**config.mk**
```make
export PLATFORM = sky130hd
export DESIGN_NAME = clamp_window_gen
export DESIGN_NICKNAME = d
export VERILOG_FILES = /design/src/rtl/clamp_pkg.sv /design/src/rtl/sync_edge_det.sv /design/src/rtl/clamp_timer.sv /design/src/rtl/clamp_tgt_map.sv /design/src/rtl/clamp_window_gen.sv
export SDC_FILE = /design/constraint.sdc
export NUM_CORES = 1
export LEC_CHECK = 0
export BUFFER_PORTS_ARGS = -buffer_cell sky130_fd_sc_hd__buf_2
export CAP_MARGIN = 15
export CORE_ASPECT_RATIO = 0.7
export CORE_MARGIN = 3
export CORE_UTILIZATION = 25
export DETAILED_ROUTE_END_ITERATION = 10
export PLACE_DENSITY = 0.56
export REMOVE_ABC_BUFFERS = 1
export SYNTH_ARGS = -nofsm -noshare
export SYNTH_HDL_FRONTEND = slang
export SYNTH_HIERARCHICAL = 1
export SYNTH_SLANG_ARGS = --single-unit
```
**constraint.sdc**
```tcl
create_clock -name clk_pix -period 2 [get_ports clk_pix]
set_clock_uncertainty 0.05 [all_clocks]
set_input_delay 0.1 -clock clk_pix [delete_from_list [all_inputs] [get_ports clk_pix]]
set_output_delay 0.1 -clock clk_pix [all_outputs]
set_load 0.01 [all_outputs]
```
**src/rtl/clamp_pkg.sv**
```systemverilog
package clamp_pkg;
  typedef enum logic [1:0] {
    CW_IDLE   = 2'd0,
    CW_PLACE  = 2'd1,
    CW_ACTIVE = 2'd2
  } cw_state_e;
endpackage

```
**src/rtl/sync_edge_det.sv**
```systemverilog
module sync_edge_det (
  input  logic clk,
  input  logic rst_n,
  input  logic sync_raw,
  input  logic act_hi,
  output logic sync_now,
  output logic sync_q,
  output logic trail
);
  logic sync_qq;

  // normalise to active high
  assign sync_now = act_hi ? sync_raw : ~sync_raw;

  always_ff @(posedge clk) begin
    if (!rst_n) begin
      sync_q  <= 1'b0;
      sync_qq <= 1'b0;
    end else begin
      sync_q  <= sync_now;
      sync_qq <= sync_q;
    end
  end

  assign trail = sync_qq & ~sync_q;

  // the end-of-sync strobe lasts a single cycle
  p_trail_single_r2: assert property (@(posedge clk) disable iff (!rst_n)
    trail |=> !trail);
endmodule

```
**src/rtl/clamp_timer.sv**
```systemverilog
module clamp_timer
  import clamp_pkg::*;
#(
  parameter int CNT_W = 8
) (
  input  logic             clk,
  input  logic             rst_n,
  input  logic             trail,
  input  logic             sync_q,
  input  logic [CNT_W-1:0] place,
  input  logic [CNT_W-1:0] dur,
  output logic             win_raw
);
  localparam logic [CNT_W-1:0] ONE = CNT_W'(1);

  cw_state_e        state;
  logic [CNT_W-1:0] cnt;

  always_ff @(posedge clk) begin
    if (!rst_n) begin
      state <= CW_IDLE;
      cnt   <= '0;
    end else if (sync_q) begin
      state <= CW_IDLE;
      cnt   <= '0;
    end else if (trail) begin
      if (place != '0) begin
        state <= CW_PLACE;
        cnt   <= place;
      end else if (dur != '0) begin
        state <= CW_ACTIVE;
        cnt   <= dur;
      end else begin
        state <= CW_IDLE;
        cnt   <= '0;
      end
    end else begin
      unique case (state)
        CW_PLACE: begin
          if (cnt == ONE) begin
            if (dur != '0) begin
              state <= CW_ACTIVE;
              cnt   <= dur;
            end else begin
              state <= CW_IDLE;
              cnt   <= '0;
            end
          end else begin
            cnt <= cnt - ONE;
          end
        end
        CW_ACTIVE: begin
          if (cnt == ONE) begin
            state <= CW_IDLE;
            cnt   <= '0;
          end else begin
            cnt <= cnt - ONE;
          end
        end
        default: begin
          state <= CW_IDLE;
          cnt   <= '0;
        end
      endcase
    end
  end

  assign win_raw = (state == CW_ACTIVE);

  // a registered sync assertion always clears the timer
  p_sync_abort_r6: assert property (@(posedge clk) disable iff (!rst_n)
    sync_q |=> (state == CW_IDLE));

  // the end of sync loads the placement (or goes straight to the window)
  p_trail_load_r5: assert property (@(posedge clk) disable iff (!rst_n)
    trail |=> ((state == CW_PLACE) && (cnt == $past(place))) ||
              ((state == CW_ACTIVE) && ($past(place) == '0)) ||
              ((state == CW_IDLE) && ($past(place) == '0) && ($past(dur) == '0)));

  // an open window never holds a zero remaining count
  p_active_nonzero_r4: assert property (@(posedge clk) disable iff (!rst_n)
    (state == CW_ACTIVE) |-> (cnt != '0));

  // the window shortens by one period per clock
  p_dur_countdown_r3: assert property (@(posedge clk) disable iff (!rst_n)
    ((state == CW_ACTIVE) && (cnt > ONE) && !sync_q && !trail) |=>
      ((state == CW_ACTIVE) && (cnt == $past(cnt) - ONE)));
endmodule

```
**src/rtl/clamp_tgt_map.sv**
```systemverilog
module clamp_tgt_map #(
  parameter int NUM_CH = 3,
  parameter int CODE_W = 10
) (
  input  logic [NUM_CH-1:0]        mid_sel,
  output logic [NUM_CH*CODE_W-1:0] tgt_code
);
  localparam logic [CODE_W-1:0] MID_CODE = CODE_W'(1) << (CODE_W - 1);

  for (genvar ch = 0; ch < NUM_CH; ch++) begin : g_ch
    assign tgt_code[ch*CODE_W +: CODE_W] = mid_sel[ch] ? MID_CODE : '0;
  end
endmodule

```
**src/rtl/clamp_window_gen.sv**
```systemverilog
module clamp_window_gen #(
  parameter int CNT_W  = 8,
  parameter int NUM_CH = 3,
  parameter int CODE_W = 10
) (
  input  logic                     clk_pix,
  input  logic                     rst_n,
  input  logic                     hsync_in,
  input  logic                     hsync_act_hi,
  input  logic                     clamp_ext_in,
  input  logic                     clamp_src_ext,
  input  logic                     clamp_ext_act_lo,
  input  logic [CNT_W-1:0]         clamp_place,
  input  logic [CNT_W-1:0]         clamp_dur,
  input  logic [NUM_CH-1:0]        tgt_mid_sel,
  output logic                     clamp_win,
  output logic [NUM_CH*CODE_W-1:0] clamp_tgt_code
);
  logic sync_now, sync_q, trail, win_raw, ext_win;

  sync_edge_det u_edge (
    .clk      (clk_pix),
    .rst_n    (rst_n),
    .sync_raw (hsync_in),
    .act_hi   (hsync_act_hi),
    .sync_now (sync_now),
    .sync_q   (sync_q),
    .trail    (trail)
  );

  clamp_timer #(.CNT_W(CNT_W)) u_timer (
    .clk     (clk_pix),
    .rst_n   (rst_n),
    .trail   (trail),
    .sync_q  (sync_q),
    .place   (clamp_place),
    .dur     (clamp_dur),
    .win_raw (win_raw)
  );

  clamp_tgt_map #(.NUM_CH(NUM_CH), .CODE_W(CODE_W)) u_tgt (
    .mid_sel  (tgt_mid_sel),
    .tgt_code (clamp_tgt_code)
  );

  assign ext_win   = clamp_ext_in ^ clamp_ext_act_lo;
  assign clamp_win = clamp_src_ext ? ext_win : (win_raw & ~sync_now);

  // internal window is silent during sync
  p_quiet_in_sync_r6: assert property (@(posedge clk_pix) disable iff (!rst_n)
    (!clamp_src_ext && sync_now) |-> !clamp_win);
endmodule

```
==> results.cfg <==
[global_routing]
grt_pass1_vias = 905
grt.overflow.total = 0
grt_usage_pct = 10.4
grt_max_degree = 10
grt_pass1_wl_um = 4310
antenna_found_initial = 0

[setup_path]
worstSetupEndpointType = flip-flop
start_kind = flip-flop
cp.arrival_ps = 1940
crit_fanout = 6
required_ps = 2080
crit_type = reg2reg

[clocking]
htreeDepth = 1
clkLatencyLatePin_ps = 240
hold_buffers = 0
cts.sinks = 12
clkTransAtPathRegs_ps = 50
post_cts_buffers = 0
tritoncts = yes
root_buffer = clkbuf_8
clk_path_buf_depth = 2
cts_inserted_buffers = 3

[synth]
synth_top_area_cell = dfxtp_1
synth_cells = 140
synth-main-ff-cell = dfxtp_1
ys_types = 42
synth_edf_count = 0
synth_top_area_share_pct = 21.7
synth_area_per_cell_sq_um = 7.91
synth_area_leaders = dfxtp_1 (22%), buf_4 (20%), a21oi_1 (6.3%)
seq_area_frac_synth_pct = 21.7
synth_seq_cells = 12
synth_area_sq_mm = 0.00111
async_flop_share_pct = 0
ys.warnings.count = 6

[drt]
vias_per_cell = 4.67
routed-via-count = 1023
routed_wl_um = 2720
routedWlPerCell_um = 12.4
drtPass1Iterations = 4
ant_nets = 0
drt_iter0_markers = 70
drc_errors = 0

[power]
clkPwrFrac_pct = 40.3
power_per_cell_area_mw_per_mm2 = 525
combPwrFrac_pct = 21.2
power.leakage_nw = 0.542
power_frac_seq_pct = 38.5
vdd_drop_max_mv = 0.320
power.switching_mw = 0.183
internal_power_mw = 0.478
swShare_pct = 27.7
finalPower_mw = 0.661

[layout]
drive_gt1_share_pct = 24.6
fill_cells = 458
final_area_sq_mm = 0.00126
stdcell_count = 219
syn_to_final_growth_pct = 13.7
nNetsFinal = 198
insertedDiodeCount = 0
fin_util_pct = 30.8

[floorplanning]
die_height_um = 61.7
pin_count = 57
fp.dieW_um = 85.5
core_area_sq_mm = 0.00409
dieArea_sq_mm = 0.00528
row_count = 19
initial_core_util_pct = 27.1

[hold_path]
hold_path.class = in2reg

[place]
dpl.hpwl_um = 2250
dp.cells = 215
place_ws_ps = 127
port_buffers = 23
placed_cell_area_sq_mm = 0.00120
place.gp.congestion = 0.788

[sta]
relSlewSlack_pct = 64.6
drv_slew = 0
period_needed_ps = 1860
grt_setup_unrepaired = no
holdWs_ps = 51.7
timing.setup.tns_ps = 0
tightest_slew_ps = 527
hold_viol_final = 0
timing.final.ws_setup_ps = 143
setup_violations = 0
min_period_over_period_pct = 92.8
fmax_mhz = 539

[run]
maxCapViolCount = 0

[outcome]
outcome = finished, final reports clean
==> worst max-delay path, stage by stage, from the launching register on <==
cell     delay (ps)
dfxtp_1         360
or3_4           410
or3_4           360
o31a_1          250
o311a_1         320
==> registers in the layout, indices dropped and copies added, names as in the netlist <==
register / count
u_edge/sync_q: 1
u_edge/sync_qq: 1
u_timer/cnt: 8
u_timer/state: 2
==> routing by layer <==
metal  part of all wire (%)  global-route usage (%)  up-vias
li1                       -                       -      511
met1                     46                    14.6      463
met2                     44                    15.7       45
met3                    9.7                    2.94        4
met4                   0.77                    2.71        0
met5                      0                       0        -
==> layout make-up <==
cell class,instances,area [sq um],share of cell area (%)
multi-input cells,114,704,56.0
flip-flops and latches,12,240,19.1
repair buffers,30,168,13.3
well taps,52,65.1,5.17
clock buffers,4,55.1,4.37
inverters,7,26.3,2.09
==> synth_stat cells, drive strengths merged (2+ instances only) <==
cell,n
clkbuf,2
nor2,4
nor3,6
nand2,6
nand2b,2
ha,4
o21ai,3
xor2,2
inv,7
a211oi,2
nor2b,3
or4,4
a21oi,14
a31oi,3
and2,2
nor3b,2
nor4b,2
nor4,2
dfxtp,12
or3,2
o31a,2
xnor2,2
o22ai,6
buf,31
==> path summary, 6_finish.rpt <==
check / slack [ps] / startpoint / cells after the start / to
worst max-delay path: 140 / u_timer/cnt[5] / 4 / u_timer/cnt[7]
worst min-delay path: 50 / rst_n / 2 / u_edge/sync_q
worst max register to register: 140 / u_timer/cnt[5] / 4 / u_timer/cnt[7]
worst min register to register: 440 / u_timer/state[1] / 2 / u_timer/state[1]
==> placed cells by master, fill, tap and decap left out, types with 6 or more instances in the layout <==
cell	instances
conb_1	27
buf_2	23
a21oi_1	14
dfxtp_1	12
inv_1	7
buf_4	7
nor3_1	6
nand2_1	6
o22ai_1	6
==> logic make-up (layout without fill, tap and decap cells) <==
group,count (synthesis),after routing,synth area share [%]
and+or+nand+nor,40,40,23.4
buffers and inverters,40,41,23.8
AOI/OAI and AO/OA,39,39,23.1
DFF,12,12,21.7
adders and majority gates,4,4,4.52
xor gates and xnor gates,4,4,3.16
other,1,27,0.339
==> power groups by stage <==
stage          Combinational [mW]  Sequential, mW  Clock, mW
4_1_cts                     0.138           0.254      0.273
3_3_place_gp                0.139           0.259          0
2_1_floorplan              0.0850           0.257          0
3_5_place_dp                0.138           0.259          0
5_1_grt                     0.159           0.255      0.284
6_report                    0.140           0.254      0.266
==> timing repair <==
item                                    in CTS  in global routing
endpoints found under the setup margin       0                  1
endpoints found under the hold margin        0                  0
gates resized for setup                      0                  1
Note: power is estimated with default switching activity, not from simulation.
